[src/rtl/mixr_pkg.sv]
package mixr_pkg;
  parameter int IDX_W = 8;
  localparam int NREG = 1 << IDX_W;

  typedef logic [IDX_W-1:0] idx_t;
  typedef logic [7:0]       byte_t;

  localparam int VOL_W     = 3;
  localparam int VOL_L_LSB = 5;
  localparam int VOL_R_LSB = 1;
  localparam int MIC_W     = 2;
  localparam int MIC_LSB   = 1;

  localparam idx_t A_IDXCPY = idx_t'(8'h01);
  localparam idx_t A_VOICE  = idx_t'(8'h04);
  localparam idx_t A_MIC    = idx_t'(8'h0A);
  localparam idx_t A_INCTL  = idx_t'(8'h0C);
  localparam idx_t A_OUTCTL = idx_t'(8'h0E);
  localparam idx_t A_MASTER = idx_t'(8'h22);
  localparam idx_t A_FM     = idx_t'(8'h26);
  localparam idx_t A_CD     = idx_t'(8'h28);
  localparam idx_t A_LINE   = idx_t'(8'h2E);

  localparam byte_t VOL_DEF = 8'hEE;

  typedef enum logic [1:0] {SRC_MIC = 2'd0, SRC_CD = 2'd1, SRC_LINE = 2'd2} src_e;

  // location is reached by the pointer-0 reset
  function automatic logic in_rst_set(input idx_t a);
    return (a == A_VOICE) || (a == A_MASTER) || (a == A_FM) || (a == A_CD) ||
           (a == A_MIC)   || (a == A_INCTL)  || (a == A_OUTCTL) || (a == A_LINE);
  endfunction

  function automatic byte_t rst_val(input idx_t a);
    if ((a == A_VOICE) || (a == A_MASTER) || (a == A_FM) || (a == A_CD))
      return VOL_DEF;
    return 8'h00;
  endfunction

  function automatic logic is_visible(input idx_t a);
    case (a)
      idx_t'(8'h00), idx_t'(8'h02), idx_t'(8'h04), idx_t'(8'h06),
      idx_t'(8'h0A), idx_t'(8'h0C), idx_t'(8'h0E), idx_t'(8'h22),
      idx_t'(8'h26), idx_t'(8'h28), idx_t'(8'h2E), idx_t'(8'h30),
      idx_t'(8'h32), idx_t'(8'h36), idx_t'(8'h38): return 1'b1;
      default: return 1'b0;
    endcase
  endfunction
endpackage

[src/rtl/mixr_wrgen.sv]
module mixr_wrgen
  import mixr_pkg::*;
(
  input  logic  wr,
  input  logic  a0,
  input  byte_t wdata,
  input  idx_t  idx,
  output logic  idx_we,
  output logic  soft_rst,
  output logic  pri_we,
  output idx_t  pri_addr,
  output byte_t pri_data,
  output logic  sec_we,
  output idx_t  sec_addr,
  output byte_t sec_data
);
  localparam idx_t OFS20 = idx_t'(8'h20);
  localparam idx_t OFS10 = idx_t'(8'h10);

  logic dat_wr;

  always_comb begin
    idx_we   = wr && !a0;
    dat_wr   = wr && a0;
    soft_rst = dat_wr && (idx == '0);
    pri_we   = idx_we || (dat_wr && (idx != '0));
    pri_addr = idx_we ? A_IDXCPY : idx;
    pri_data = wdata;
    sec_we   = 1'b0;
    sec_addr = idx;
    sec_data = wdata;
    if (dat_wr) begin
      case (idx)
        idx_t'(8'h02), idx_t'(8'h06), idx_t'(8'h08): begin
          sec_we   = 1'b1;
          sec_addr = idx + OFS20;
          sec_data = {wdata[3:1], 1'b0, wdata[3:1], 1'b0};
        end
        idx_t'(8'h22), idx_t'(8'h26), idx_t'(8'h28): begin
          sec_we   = 1'b1;
          sec_addr = idx - OFS20;
          sec_data = wdata & 8'h0E;
        end
        idx_t'(8'h30), idx_t'(8'h32), idx_t'(8'h36), idx_t'(8'h38): begin
          sec_we   = 1'b1;
          sec_addr = idx - OFS10;
          sec_data = wdata & 8'hEE;
        end
        default: sec_we = 1'b0;
      endcase
    end
  end
endmodule

[src/rtl/mixr_store.sv]
module mixr_store
  import mixr_pkg::*;
#(
  parameter int DEPTH = NREG
) (
  input  logic                  clk,
  input  logic                  rst_n,
  input  logic                  soft_rst,
  input  logic                  pri_we,
  input  idx_t                  pri_addr,
  input  byte_t                 pri_data,
  input  logic                  sec_we,
  input  idx_t                  sec_addr,
  input  byte_t                 sec_data,
  output logic [DEPTH-1:0][7:0] regs_q
);
  for (genvar i = 0; i < DEPTH; i++) begin : g_ent
    localparam idx_t ADDR = idx_t'(i);
    localparam logic RSTM = in_rst_set(ADDR);
    localparam byte_t RV  = rst_val(ADDR);

    byte_t ent_q, ent_d;
    logic  ent_en, hit_r, hit_s, hit_p;

    always_comb begin
      hit_r  = soft_rst && RSTM;
      hit_s  = sec_we && (sec_addr == ADDR);
      hit_p  = pri_we && (pri_addr == ADDR);
      ent_en = hit_r || hit_s || hit_p;
      if (hit_r)      ent_d = RV;
      else if (hit_s) ent_d = sec_data;
      else            ent_d = pri_data;
    end

    always_ff @(posedge clk or negedge rst_n) begin
      if (!rst_n)      ent_q <= RV;
      else if (ent_en) ent_q <= ent_d;
    end

    assign regs_q[i] = ent_q;
  end
endmodule

[src/rtl/mixr_decode.sv]
module mixr_decode
  import mixr_pkg::*;
(
  input  byte_t            r_voice,
  input  byte_t            r_master,
  input  byte_t            r_fm,
  input  byte_t            r_cd,
  input  byte_t            r_line,
  input  byte_t            r_mic,
  input  byte_t            r_inctl,
  input  byte_t            r_outctl,
  output logic [VOL_W-1:0] voice_l,
  output logic [VOL_W-1:0] voice_r,
  output logic [VOL_W-1:0] master_l,
  output logic [VOL_W-1:0] master_r,
  output logic [VOL_W-1:0] fm_l,
  output logic [VOL_W-1:0] fm_r,
  output logic [VOL_W-1:0] cd_l,
  output logic [VOL_W-1:0] cd_r,
  output logic [VOL_W-1:0] line_l,
  output logic [VOL_W-1:0] line_r,
  output logic [MIC_W-1:0] mic,
  output logic             dac_filt,
  output logic             adc_filt,
  output logic             corner_hi,
  output logic             stereo,
  output src_e             src
);
  function automatic logic [VOL_W-1:0] lcode(input byte_t b);
    return b[VOL_L_LSB +: VOL_W];
  endfunction
  function automatic logic [VOL_W-1:0] rcode(input byte_t b);
    return b[VOL_R_LSB +: VOL_W];
  endfunction

  always_comb begin
    voice_l   = lcode(r_voice);   voice_r  = rcode(r_voice);
    master_l  = lcode(r_master);  master_r = rcode(r_master);
    fm_l      = lcode(r_fm);      fm_r     = rcode(r_fm);
    cd_l      = lcode(r_cd);      cd_r     = rcode(r_cd);
    line_l    = lcode(r_line);    line_r   = rcode(r_line);
    mic       = r_mic[MIC_LSB +: MIC_W];
    dac_filt  = !r_outctl[5];
    adc_filt  = !r_inctl[5];
    corner_hi = r_inctl[3];
    stereo    = r_outctl[1];
    case (r_inctl[2:1])
      2'b01:   src = SRC_CD;
      2'b11:   src = SRC_LINE;
      default: src = SRC_MIC;
    endcase
  end
endmodule

[src/rtl/mixr_bank.sv]
module mixr_bank
  import mixr_pkg::*;
(
  input  logic       clk,
  input  logic       rst_n,
  input  logic       bus_wr,
  input  logic       bus_rd,
  input  logic       bus_a0,
  input  logic [7:0] bus_wdata,
  output logic [7:0] bus_rdata,
  output logic [2:0] vol_voice_l,
  output logic [2:0] vol_voice_r,
  output logic [2:0] vol_master_l,
  output logic [2:0] vol_master_r,
  output logic [2:0] vol_fm_l,
  output logic [2:0] vol_fm_r,
  output logic [2:0] vol_cd_l,
  output logic [2:0] vol_cd_r,
  output logic [2:0] vol_line_l,
  output logic [2:0] vol_line_r,
  output logic [1:0] vol_mic,
  output logic       dac_filt_en,
  output logic       adc_filt_en,
  output logic       adc_corner_hi,
  output logic       stereo_en,
  output logic [1:0] src_sel
);
  idx_t  idx_q, idx_d;
  logic  idx_we, soft_rst, pri_we, sec_we;
  idx_t  pri_addr, sec_addr;
  byte_t pri_data, sec_data;
  logic [NREG-1:0][7:0] regs_q;
  src_e  src;

  mixr_wrgen u_wrgen (
    .wr(bus_wr), .a0(bus_a0), .wdata(bus_wdata), .idx(idx_q),
    .idx_we(idx_we), .soft_rst(soft_rst),
    .pri_we(pri_we), .pri_addr(pri_addr), .pri_data(pri_data),
    .sec_we(sec_we), .sec_addr(sec_addr), .sec_data(sec_data)
  );

  always_comb idx_d = idx_t'(bus_wdata);

  always_ff @(posedge clk or negedge rst_n) begin
    if (!rst_n)      idx_q <= '0;
    else if (idx_we) idx_q <= idx_d;
  end

  mixr_store #(.DEPTH(NREG)) u_store (
    .clk(clk), .rst_n(rst_n), .soft_rst(soft_rst),
    .pri_we(pri_we), .pri_addr(pri_addr), .pri_data(pri_data),
    .sec_we(sec_we), .sec_addr(sec_addr), .sec_data(sec_data),
    .regs_q(regs_q)
  );

  mixr_decode u_dec (
    .r_voice(regs_q[A_VOICE]), .r_master(regs_q[A_MASTER]),
    .r_fm(regs_q[A_FM]), .r_cd(regs_q[A_CD]), .r_line(regs_q[A_LINE]),
    .r_mic(regs_q[A_MIC]), .r_inctl(regs_q[A_INCTL]), .r_outctl(regs_q[A_OUTCTL]),
    .voice_l(vol_voice_l), .voice_r(vol_voice_r),
    .master_l(vol_master_l), .master_r(vol_master_r),
    .fm_l(vol_fm_l), .fm_r(vol_fm_r),
    .cd_l(vol_cd_l), .cd_r(vol_cd_r),
    .line_l(vol_line_l), .line_r(vol_line_r),
    .mic(vol_mic), .dac_filt(dac_filt_en), .adc_filt(adc_filt_en),
    .corner_hi(adc_corner_hi), .stereo(stereo_en), .src(src)
  );

  assign src_sel = src;

  always_comb begin
    bus_rdata = 8'h00;
    if (bus_rd) begin
      if (!bus_a0)                bus_rdata = 8'(idx_q);
      else if (is_visible(idx_q)) bus_rdata = regs_q[idx_q];
      else                        bus_rdata = 8'hFF;
    end
  end
endmodule

[config.mk]
export PLATFORM = sky130hd
export DESIGN_NAME = mixr_bank
export DESIGN_NICKNAME = d
export VERILOG_FILES = /design/src/rtl/mixr_pkg.sv /design/src/rtl/mixr_wrgen.sv /design/src/rtl/mixr_store.sv /design/src/rtl/mixr_decode.sv /design/src/rtl/mixr_bank.sv
export SDC_FILE = /design/constraint.sdc
export NUM_CORES = 2
export LEC_CHECK = 0
export BUFFER_PORTS_ARGS = -buffer_cell sky130_fd_sc_hd__buf_2
export CAP_MARGIN = 20
export CORE_ASPECT_RATIO = 0.75
export CORE_UTILIZATION = 55
export DETAILED_ROUTE_END_ITERATION = 8
export PLACE_DENSITY = 0.74
export SKIP_CTS_REPAIR_TIMING = 1
export SYNTH_ARGS = -nofsm -noshare
export SYNTH_HDL_FRONTEND = slang
export SYNTH_SLANG_ARGS = --single-unit
[constraint.sdc]
create_clock -name clk -period 9.1 [get_ports clk]
set_clock_uncertainty 0.2 [all_clocks]
set_input_delay 0.455 -clock clk [delete_from_list [all_inputs] [get_ports clk]]
set_output_delay 0.455 -clock clk [all_outputs]
set_load 0.05 [all_outputs]
==> results.sh <==
export IMPL_grt_max_degree=161
export IMPL_hp_class="in2reg"
export IMPL_die_w_um=235
export IMPL_gp_congestion=0.984
export IMPL_critPathArrivalTime_ps=4190
export IMPL_p_leak_nw=11.1
export IMPL_initial_core_util_pct=56.2
export IMPL_layout_min_cycle_time_ps=4850
export IMPL_multi_input_area_um2=10200
export IMPL_n_antenna_cell=0
export IMPL_cts_clk_slew_worst_paths_ps=70
export IMPL_ys_ff_latch=438
export IMPL_synth_area_per_cell_um2=12.4
export IMPL_cts_tree="built"
export IMPL_cp_max_fo=86
export IMPL_power_share_switching_pct=31.3
export IMPL_num_fill_cells=3149
export IMPL_setup_viol=0
export IMPL_htree_levels=2
export IMPL_synth_top_cells_by_count="414 x dfrtp_1, 320 x mux2_2, 189 x clkbuf_1, 151 x nand2_1, 125 x mux4_2"
export IMPL_grt_first_pass_wirelength_mm=97.1
export IMPL_fin_hold_ws_ps=225
export IMPL_pin_count=59
export IMPL_cts_buffers=44
export IMPL_internal_power_mw=4.01
export IMPL_clock_fmax_mhz=206
export IMPL_port_buffer_count=58
export IMPL_synthesis_area_um2=22300
export IMPL_synth_largest_area_cell="dfrtp_1"
export IMPL_clk_latency_ps=570
export IMPL_max_cap_violations=0
export IMPL_row_count=63
export IMPL_drv_slew=0
export IMPL_min_from="bus_wr"
export IMPL_setup_worst_path_start="idx_q[0]$_DFFE_PN0P_"
export IMPL_rsz0062_at_grt="false"
export IMPL_drive_gt1_share_pct=38.1
export IMPL_cp_start_kind="flip-flop"
export IMPL_viasPerCell=6.76
export IMPL_power_density_nw_per_um2=243
export IMPL_seq_power_share_pct=43.6
export IMPL_syn_inst=1802
export IMPL_ant_nets=0
export IMPL_syn_to_final_growth_pct=7.35
export IMPL_nets=1689
export IMPL_coreArea_um2=39700
export IMPL_clkPwrFrac_pct=33.1
export IMPL_finalHoldViolations=0
export IMPL_tightest_slew_ps=1240
export IMPL_syn_num_nets=1820
export IMPL_ys_flop_type="dfrtp_1"
export IMPL_gr_total_overflow=0
export IMPL_vdd_drop_max_mv=0.175
export IMPL_wirelength_mm=64.3
export IMPL_cts_sinks=438
export IMPL_netlist_cell_type_count=60
export IMPL_drt_first_pass_iters=6
export IMPL_async_flop_share_pct=100
export IMPL_status="completed"
export IMPL_synth_area_leaders="dfrtp_1 46%, mux2_2 16%, mux4_2 13%"
export IMPL_synth_most_common_cell="dfrtp_1"
export IMPL_die_h_um=177
export IMPL_power_switching_mw=1.83
export IMPL_wire_per_inst_um=28.9
export IMPL_vias=15100
export IMPL_post_dp_hpwl_mm=40.6
export IMPL_dieArea_um2=41400
export IMPL_drt_iter0_markers=1765
export IMPL_crit_required_ps=8450
export IMPL_synth_top_area_share_pct=46.4
export IMPL_final_setup_tns_ps=0
export IMPL_relSlewSlack_pct=16.9
export IMPL_comb_power_share_pct=23.3
export IMPL_clock_tree_root_cell="clkbuf_16"
export IMPL_ff_latch_area_um2=11000
export IMPL_criticalPathCategory="reg2out"
export IMPL_yosysWarnings=0
export IMPL_fin_crit_sh_pct=53.3
export IMPL_track_usage_pct=31.5
export IMPL_ys_seq_area_share_pct=49.2
export IMPL_clock_path_buffers=3
export IMPL_synth_edf_count=0
export IMPL_reg2reg_from="idx_q[1]$_DFFE_PN0P_"
export IMPL_antenna_found_initial=1
export IMPL_drc=0
export IMPL_grt_pass1_vias=14700
export IMPL_endpoint_kind="output pin"
through the flow:
step	std cells	power, mW	area (µm²)	utilization (%)	setup slack (ps)
2_1_floorplan	1802	3.55	22300	-	5160
3_3_place_gp	2143	3.87	22400	56.4	4520
3_5_place_dp	2143	3.91	22400	56.4	4460
4_1_cts	2224	5.84	23900	60.2	4240
5_1_grt	2226	6.03	24000	60.3	4090
6_report	2226	5.83	24000	60.3	4250
metal layers:
metal / vias to the layer above / wire, µm / GRT usage [%]
met2: 798 / 28000 / 45.7
met1: 7939 / 27300 / 46.7
met5: - / 13 / 0
met3: 129 / 7020 / 8.83
met4: 2 / 1910 / 8.77
li1: 6188 / - / -
final cells by class:
class                   instances  area share (%)
flip-flops and latches        438            45.9
multi-input cells            1090            42.4
inverters                       8           0.125
well taps                     520            2.71
clock buffers                  63            5.31
repair buffers                 89            2.47
clock inverters                18            1.07
cells by family after synthesis:
family,after synthesis,share of synthesized area [%]
AND/OR/NAND/NOR,389,7.92
flip-flops,438,49.2
buffers and inverters,274,5.38
multiplexers,512,31.7
adder cells (fa/ha/maj),5,0.314
AO/OA/AOI/OAI,184,5.42
cells in the final DEF (no fill, tap or decap), drive strengths merged, types with 9 or more instances in the layout:
cell type	instances
dfrtp	414
mux2	320
nand2	151
mux4	125
nor2	98
buf	88
nand3	68
mux2i	67
a21oi	67
clkbuf	63
o21ai	35
dfstp	24
nor3	16
nor2b	15
and3	14
a211oi	13
o211ai	10
inv	10
a211o	9
power groups by stage:
stage	combinational, mW	sequential, mW	clock [mW]
6_report	1.36	2.54	1.93
5_1_grt	1.44	2.57	2.02
4_1_cts	1.35	2.54	1.95
3_5_place_dp	1.34	2.57	0
3_3_place_gp	1.32	2.55	0
2_1_floorplan	1.10	2.45	0
final timing paths:
check	endpoint	slack [ps]	cells after the start
max reg2reg	u_store.g_ent[32].ent_q[2]$_DFFE_PN0P_	4370	7
max	bus_rdata[0]	4250	7
min in group asynchronous	u_store.g_ent[4].ent_q[4]$_DFFE_PN0P_	390	2
max in group asynchronous	u_store.g_ent[63].ent_q[4]$_DFFE_PN0P_	6220	4
min	idx_q[3]$_DFFE_PN0P_	230	4
min reg2reg	u_store.g_ent[2].ent_q[5]$_DFFE_PN0P_	280	1
worst max-delay path, cell delays in order, from the launching register on:
cell     delay [ps]
dfrtp_4         840
buf_12          520
mux4_2          660
mux4_2          470
mux2_2          300
o31ai_1         230
nor2_1          130
buf_2           230
sequential cells by signal, summed over array words and instances (netlist names):
signal,cells
u_store.g_ent.ent_q,430
idx_q,8
Power figures use the tool's default switching activity.
